===== config.mk =====
export PLATFORM = sky130hd
export DESIGN_NAME = paged_gpio_irq
export DESIGN_NICKNAME = d
export VERILOG_FILES = /design/src/rtl/pg_gpio_pkg.sv /design/src/rtl/pg_sync.sv /design/src/rtl/pg_irq_port.sv /design/src/rtl/paged_gpio_irq.sv
export SDC_FILE = /design/constraint.sdc
export NUM_CORES = 1
export LEC_CHECK = 0
export ABC_CLOCK_PERIOD_IN_PS = 1700
export BUFFER_PORTS_ARGS = -buffer_cell sky130_fd_sc_hd__buf_2
export CORE_ASPECT_RATIO = 1.2
export CORE_MARGIN = 5
export CORE_UTILIZATION = 52
export DETAILED_ROUTE_END_ITERATION = 7
export HOLD_SLACK_MARGIN = 0.08
export PLACE_DENSITY = 0.87
export SYNTH_ARGS = -nofsm -noshare
export SYNTH_HDL_FRONTEND = slang
export SYNTH_SLANG_ARGS = --single-unit

===== constraint.sdc =====
create_clock -name clk -period 1.7 [get_ports clk]
set_input_delay 0.255 -clock clk [delete_from_list [all_inputs] [get_ports clk]]
set_output_delay 0.255 -clock clk [all_outputs]
set_load 0.05 [all_outputs]

===== src/rtl/pg_gpio_pkg.sv =====
package pg_gpio_pkg;
   typedef enum logic [1:0] {
      PG_NONE     = 2'd0,
      PG_POLARITY = 2'd1,
      PG_ENABLE   = 2'd2,
      PG_PENDING  = 2'd3
   } win_page_e;

   localparam int PAGE_FIELD_W = 2;
endpackage


===== src/rtl/pg_sync.sv =====
module pg_sync #(
   parameter int WIDTH  = 48,
   parameter int STAGES = 2
) (
   input  logic             clk,
   input  logic             rst_n,
   input  logic [WIDTH-1:0] d,
   output logic [WIDTH-1:0] q
);
   if (STAGES < 2) begin : g_bad_stages
      $error("pg_sync: STAGES must be at least 2");
   end
   if (WIDTH < 1) begin : g_bad_width
      $error("pg_sync: WIDTH must be positive");
   end

   logic [WIDTH-1:0] chain [STAGES];

   always_ff @(posedge clk) begin
      if (!rst_n) begin
         for (int s = 0; s < STAGES; s++) chain[s] <= '0;
      end else begin
         chain[0] <= d;
         for (int s = 1; s < STAGES; s++) chain[s] <= chain[s-1];
      end
   end

   assign q = chain[STAGES-1];
endmodule


===== src/rtl/pg_irq_port.sv =====
module pg_irq_port #(
   parameter int W = 8
) (
   input  logic         clk,
   input  logic         rst_n,
   input  logic [W-1:0] pin_s,
   input  logic         pol_we,
   input  logic         en_we,
   input  logic         ack_we,
   input  logic [W-1:0] wdata,
   output logic [W-1:0] pol_q,
   output logic [W-1:0] en_q,
   output logic [W-1:0] pend_q
);
   logic [W-1:0] prev_q;
   logic [W-1:0] rise, fall, hit, set_v, clr_v;

   always_comb begin
      rise  = pin_s & ~prev_q;
      fall  = ~pin_s & prev_q;
      hit   = (pol_q & rise) | (~pol_q & fall);
      set_v = hit & en_q;
      clr_v = ack_we ? wdata : '0;
   end

   always_ff @(posedge clk) begin
      if (!rst_n) begin
         prev_q <= '0;
         pol_q  <= '0;
         en_q   <= '0;
         pend_q <= '0;
      end else begin
         prev_q <= pin_s;
         if (pol_we) pol_q <= wdata;
         if (en_we)  en_q  <= wdata;
         // a fresh edge outranks an acknowledge in the same cycle
         pend_q <= (pend_q & ~clr_v) | set_v;
      end
   end
endmodule


===== src/rtl/paged_gpio_irq.sv =====
module paged_gpio_irq
   import pg_gpio_pkg::*;
#(
   parameter int NUM_PORTS   = 6,
   parameter int IRQ_PORTS   = 3,
   parameter int PORT_W      = 8,
   parameter int ADDR_W      = 4,
   parameter int SYNC_STAGES = 2
) (
   input  logic                        clk,
   input  logic                        rst_n,
   input  logic                        wr_en,
   input  logic                        rd_en,
   input  logic [ADDR_W-1:0]           addr,
   input  logic [PORT_W-1:0]           wdata,
   output logic [PORT_W-1:0]           rdata,
   input  logic [NUM_PORTS*PORT_W-1:0] pin_in,
   output logic [NUM_PORTS*PORT_W-1:0] pull_low,
   output logic                        irq
);
   localparam int NUM_LINES = NUM_PORTS * PORT_W;
   localparam int IRQ_LINES = IRQ_PORTS * PORT_W;
   localparam int RSVD_ADDR = NUM_PORTS;
   localparam int PAGE_ADDR = NUM_PORTS + 1;
   localparam int WIN_BASE  = NUM_PORTS + 2;
   localparam int WIN_LAST  = WIN_BASE + IRQ_PORTS - 1;

   if (IRQ_PORTS < 1 || IRQ_PORTS > NUM_PORTS) begin : g_bad_irq_ports
      $error("paged_gpio_irq: IRQ_PORTS out of range");
   end
   if (PORT_W < PAGE_FIELD_W) begin : g_bad_port_w
      $error("paged_gpio_irq: PORT_W too narrow for page field");
   end
   if ((1 << ADDR_W) <= WIN_LAST) begin : g_bad_addr_w
      $error("paged_gpio_irq: ADDR_W cannot reach the window");
   end

   logic [PORT_W-1:0]    page_q;
   win_page_e            cur_page;
   logic [NUM_LINES-1:0] drive_q;
   logic [NUM_LINES-1:0] pin_s;
   logic [IRQ_LINES-1:0] pol_vec, en_vec, pend_vec;
   logic [PORT_W-1:0]    rd_mux;

   assign cur_page = win_page_e'(page_q[PORT_W-1 -: PAGE_FIELD_W]);

   // page register
   always_ff @(posedge clk) begin
      if (!rst_n)                                       page_q <= '0;
      else if (wr_en && addr == ADDR_W'(PAGE_ADDR))     page_q <= wdata;
   end

   // pin synchronizer
   pg_sync #(.WIDTH(NUM_LINES), .STAGES(SYNC_STAGES)) u_sync (
      .clk   (clk),
      .rst_n (rst_n),
      .d     (pin_in),
      .q     (pin_s)
   );

   // drive registers, one byte per port
   for (genvar p = 0; p < NUM_PORTS; p++) begin : g_drive
      always_ff @(posedge clk) begin
         if (!rst_n)
            drive_q[p*PORT_W +: PORT_W] <= '0;
         else if (wr_en && addr == ADDR_W'(p))
            drive_q[p*PORT_W +: PORT_W] <= wdata;
      end
   end

   assign pull_low = drive_q;

   // interrupt-capable ports behind the paged window
   for (genvar p = 0; p < IRQ_PORTS; p++) begin : g_irq
      logic hit_win;
      assign hit_win = wr_en && (addr == ADDR_W'(WIN_BASE + p));

      pg_irq_port #(.W(PORT_W)) u_port (
         .clk    (clk),
         .rst_n  (rst_n),
         .pin_s  (pin_s[p*PORT_W +: PORT_W]),
         .pol_we (hit_win && cur_page == PG_POLARITY),
         .en_we  (hit_win && cur_page == PG_ENABLE),
         .ack_we (hit_win && cur_page == PG_PENDING),
         .wdata  (wdata),
         .pol_q  (pol_vec[p*PORT_W +: PORT_W]),
         .en_q   (en_vec[p*PORT_W +: PORT_W]),
         .pend_q (pend_vec[p*PORT_W +: PORT_W])
      );
   end

   // read path
   always_comb begin
      rd_mux = '0;
      for (int p = 0; p < NUM_PORTS; p++) begin
         if (addr == ADDR_W'(p)) rd_mux = pin_s[p*PORT_W +: PORT_W];
      end
      if (addr == ADDR_W'(PAGE_ADDR)) rd_mux = page_q;
      for (int p = 0; p < IRQ_PORTS; p++) begin
         if (addr == ADDR_W'(WIN_BASE + p)) begin
            case (cur_page)
               PG_POLARITY: rd_mux = pol_vec[p*PORT_W +: PORT_W];
               PG_ENABLE:   rd_mux = en_vec[p*PORT_W +: PORT_W];
               PG_PENDING:  rd_mux = pend_vec[p*PORT_W +: PORT_W];
               default:     rd_mux = '0;
            endcase
         end
      end
      rdata = rd_en ? rd_mux : '0;
   end

   assign irq = |(pend_vec & en_vec);

   // offset RSVD_ADDR decodes to nothing: reads fall through to zero
   localparam int UNUSED_RSVD = RSVD_ADDR;
endmodule


# Yosys cells after proc, flatten, opt, wreduce, memory -nomap -nowiden

Memory sizes are Yosys's and may differ from the RTL's.
Cells that the tools add are included.

$add $sub $neg: 0
$mul: 0
Divide/modulo/power cells: 0
Order comparisons: 0
Equal/unequal tests: 12
Shift operators: 0
Mux-type cells: 21
Bitwise logic cells: 39
Reduce and logical (&&, ||, !) cells: 21

Operators with widths:

| cell               | number |
|---|---|
| $and 8x8->8        | 18 |
| $mux 8             | 14 |
| $mux 48            | 2 |
| $not 8->8          | 12 |
| $pmux 8 s3         | 3 |
| $or 8x8->8         | 6 |
| $and 24x24->24     | 1 |
| $reduce_or 24->1   | 1 |
| $logic_and 1x1->1  | 19 |
| $eq 4x3->1 const B | 3 |
| $eq 4x4->1 const B | 3 |
| $eq 4x2->1 const B | 2 |
| $eq 2x2->1 const B | 2 |
| $eq 4x1->1 const B | 1 |
| $logic_not 4->1    | 1 |
| $eq 2x1->1 const B | 1 |
| $mux 1             | 2 |
| $or 1x1->1         | 2 |

Bits in registers: 152
Latch bits: 0
Bits in writable memories: 96
Bits in read-only memories: 0
Bits of input ports: 64
Logic and storage cells: 113
Memories kept: 1

Memories:

| name         | depth | bits a word | read ports | clocked after memory_dff | wr ports | RTL line      | RTL |
|---|---|---|---|---|---|---|---|
| u_sync.chain | 2     | 48          | 2          | 0                        | 2        | pg_sync.sv:17 | `logic [WIDTH-1:0] chain [STAGES];` |

# Depth between registers and ports, before layout

Word-level depth: 12
Gate-level depth with buffers: 7
Gate-level depth less buffers: 4

# Cells and area by module

Synthesis repeated with hierarchy kept, for this count alone.

Cell total of the unflattened synthesis: 979
Area total of the unflattened synthesis: 10367.4 um^2

Modules (own cells, without submodules):

| module         | times used | cells each | area each (um^2) | sequential area each (um^2) |
|---|---|---|---|---|
| pg_irq_port    | 3          | 109        | 1268.7           | 640.6 |
| paged_gpio_irq | 1          | 402        | 3597.2           | 1121.1 |
| pg_sync        | 1          | 250        | 2964.1           | 1921.8 |

# Worst setup path after synthesis

Ideal clock, no wire load.

Kind: flip-flop to output port
From: register page_q[6]
To: output rdata[1]
Arrival time: 2.101 ns
Setup slack: -0.656 ns
Cell stages (with the launch flop): 7
Buffers on the path: 2
Cell sequence: dfxtp_1 -> nor2b_1 -> clkbuf_1 -> clkbuf_1 -> a22oi_1 -> o221a_2 -> a21oi_1

Word-level cells in the longest chain between the ends: 6
Elaborated cells on any way between the ends: 10
Those cells by class: eq/ne: 3; mux: 7

Ends and longest elaborated chain:

| item                                            | RTL line              | RTL |
|---|---|---|
| from (decl)                                     | paged_gpio_irq.sv:38  | `logic [PORT_W-1:0] page_q;` |
| from (signal assigned)                          | paged_gpio_irq.sv:50  | `else if (wr_en && addr == ADDR_W'(PAGE_ADDR)) page_q <= wdata;` |
| $eq 2x2->1 / $eq 2x1->1 (equally long branches) | paged_gpio_irq.sv:101 | `case (cur_page)` |
| $pmux 8 s3                                      | paged_gpio_irq.sv:101 |  |
| $mux 8 (2 in series)                            | paged_gpio_irq.sv:100 | `if (addr == ADDR_W'(WIN_BASE + p)) begin` |
| $mux 8 *                                        | paged_gpio_irq.sv:100 |  |
| $mux 8 *                                        | paged_gpio_irq.sv:109 | `rdata = rd_en ? rd_mux : '0;` |
| to (decl)                                       | paged_gpio_irq.sv:16  | `output logic [PORT_W-1:0] rdata,` |

Every way passes the cells marked *; elsewhere a longest branch is shown, timed or not.

# Worst setup path in the final report

From: register page_q[6]
To: output rdata[7]

Same word-level chain as after synthesis.

==> out/qor.csv <==
metric,value,unit
Peak supply drop,0.9751,mV
worst path buffer plus inverter count,3,
port buffer count,120,
initial core utilization,0.5291,
metal3 WL,2850,um
hold_ws,0.1011,ns
"Slowest-stage cell, CP",dfxtp_4,
worst min-delay path class,input pin to register,
asr flop ratio synth,0,
RSZ-0062 raised after global routing,yes,
Setup Skew,0.008596,ns
top-area cell type share of the netlist area,0.4959,
die area,22140,sq um
first drt pass iteration count,6,
clock-pin slew on the worst setup and hold paths,0.07,ns
CTS root buf,clkbuf_16,
global-route congestion overflow total,0,
first-pass GRT wire length,48750,um
worst-path maximum fanout,5,
max incr delay on CP,0.41,ns
CP startpoint kind,register,
Slew @ Worst Pin,0.4635,ns
Via density,5.738,
Setup WS pre-CTS,-0.4190,ns
crit-path cells,buf_4 -> mux2_2 -> a22oi_2 -> buf_4 -> o22ai_1 -> o311a_4 -> buf_6,
Syn Inst Count,1051,
"Slew Viols, Final",0,
violated checks,setup timing,
"Cell Area, Synth",10010,sq um
post-synthesis cell type count,48,
gr usage total,0.2786,
"delay-heaviest family, CP",compound AO/OA/AOI/OAI gates,
initial antenna violation count,0,
syn nets,1115,
top sig layer,met4,
count of state elements after synthesis,248,
min Tclk post-route,2.505,ns
largest net degree at the start of global routing,84,
number of global-route vias before repair,9094,
worst path arrival time,2.25,ns
Max Fclk,0.3992,GHz
CP endpoint kind,output pin,
top post-synthesis cells by area,"dfxtp_1, and2_1, mux2i_1, a21boi_0, nor2b_1",
"most used cell, CP",buf_4,
met2 WL,15490,um
Final WS setup,-0.8052,ns
HPWL after DPL,19970,um
PwrDens,983.8,nW/um^2
total CTS buffers,24,
DRC viols,0,
"commonest non-fill, non-tap cells in the layout","dfxtp_1, and2_1, buf_2",
total core area,18920,sq um
non-filler instance count after layout,1572,
"wirelength, routed",32110,um
Post-synth EDFFs,0,
"Net count, final",1362,
DRT antenna net count,0,
Area Growth Syn to Fin,35.88,%
period utilization,1.474,
setup violators final,20,
# clock sinks,248,
die width,136.7,um
Rows,55,
I/O pin count,121,
placed insts,1466,
Max clock buf depth,3,
worst rel slew slack,0.6886,
post-synth top area cell,dfxtp_1,
status,"finished, violations left",
H-tree Lvls,1,
final hold viol count,0,
Worst Path Required,1.44,ns
Avg WL per Cell,20.42,um
Detailed Route Iter0 Violations,792,
"Seq/Total Area, Yosys",0.4959,
ys flop type,dfxtp_1,
Syn Area/Cell,9.526,sq um
Die Y,162.0,um
yosys warns,0,
CTS tree,yes,
fraction of layout cells with a size suffix above 1,0.2766,
Max-Cap Viols,0,
# diodes,0,
"leading cell type in the layout, fill and taps excluded",dfxtp_1,
crit path kind,register to output pin,
met1 wire length,11780,um
P_leak,5.392,nW
Final Wtd Congestion,0.9580,
Clock Latency Late Sink,0.52,ns
DR vias,9020,
## flip-flops by register name (all words and copies together), names as in the netlist
register             cells
g_irq.u_port.pend_q     24
u_sync.chain            96
page_q                   8
g_irq.u_port.en_q       24
pull_low                48
g_irq.u_port.pol_q      24
g_irq.u_port.prev_q     24
## cell usage after synthesis (2+ instances only)
master,number
nor3_1,5
o221ai_1,4
nand3_1,26
a2bb2oi_1,3
nor3b_1,27
buf_2,18
clkbuf_1,52
and2_1,120
nand4bb_1,2
a21boi_0,72
nand4_1,4
dfxtp_1,248
and4_1,2
mux2i_1,60
a21oi_1,11
o2bb2ai_1,2
a221o_1,6
buf_4,3
o311a_1,5
mux2_2,25
nand3b_1,2
nand2_1,84
a21o_1,2
o22ai_1,10
and3_1,6
inv_1,9
nor2_1,42
o21ai_0,83
a22oi_1,26
nand2b_1,2
a2111oi_0,4
nor2b_1,70
## report_power, final
part	internal [W]	leakage (nW)	switching (W)	total, W
Sequential	0.00594	2.02	0.0000709	0.00602
Combinational	0.000475	2.91	0.000547	0.00102
Clock	0.00396	0.456	0.00238	0.00635
## tightest hold or removal path: cells and delay by family
family | cells | cell delay [ns]
buffers and inverters | 1 | 0.14
multiplexers | 1 | 0.09
AND/OR/NAND/NOR | 1 | 0.09
## final cells by class
type	instances	area, sq um
well taps	256	320.3
fillers	1242	5320
clock inverters	16	300.3
multi-input cells	719	4971
inverters	9	33.78
repair buffers	296	2357
clock buffers	28	646.9
flip-flops and latches	248	4975
## per-layer routing
metal,track usage,up-vias
met5,0,-
li1,-,4124
met3,0.04864,152
met2,0.4839,499
met1,0.3270,4245
met4,0.1412,0
## final timing paths
path | slack [ns] | cells after the start | from | endpoint
setup / recovery | -0.81 | 7 | page_q[6] | rdata[7]
hold / removal | 0.10 | 3 | wdata[7] | g_irq[1].u_port.pol_q[7]
setup reg to reg | -0.07 | 7 | page_q[6] | g_irq[0].u_port.en_q[6]
hold reg to reg | 0.43 | 1 | u_sync.chain[0][27] | u_sync.chain[0][75]
## repair_timing
item | 4_1_cts | 5_1_grt
setup endpoints to repair | 31 | 57
pin swaps | 10 | 9
hold endpoints to repair | 49 | 0
hold buffers | 49 | 0
setup buffers | 4 | 7
resized for setup | 44 | 33
cloned | 0 | 3
## kinds of logic (layout without fill, tap and decap cells)
logic type / after synthesis / in the layout / share of synthesized area
AOI/OAI and AO/OA: 234 / 234 / 0.1561
DFF: 248 / 248 / 0.4959
muxes: 86 / 86 / 0.09035
and+or+nand+nor: 399 / 399 / 0.2221
buffers and inverters: 84 / 349 / 0.03562
## stage by stage
step | cell area, sq um | setup TNS, ns | power [W] | util
finish | 13600 | -6.931 | 0.01338 | 0.7189
global route | 13600 | -8.406 | 0.01376 | 0.7189
CTS | 13410 | -6.380 | 0.01334 | 0.7086
detailed placement | 11780 | -19.75 | 0.007009 | 0.6222
global placement | 11780 | -15.62 | 0.006990 | 0.6222
floorplan | 10200 | -0.5117 | 0.006648 | -
No activity file was read; power rests on OpenSTA's default activity.
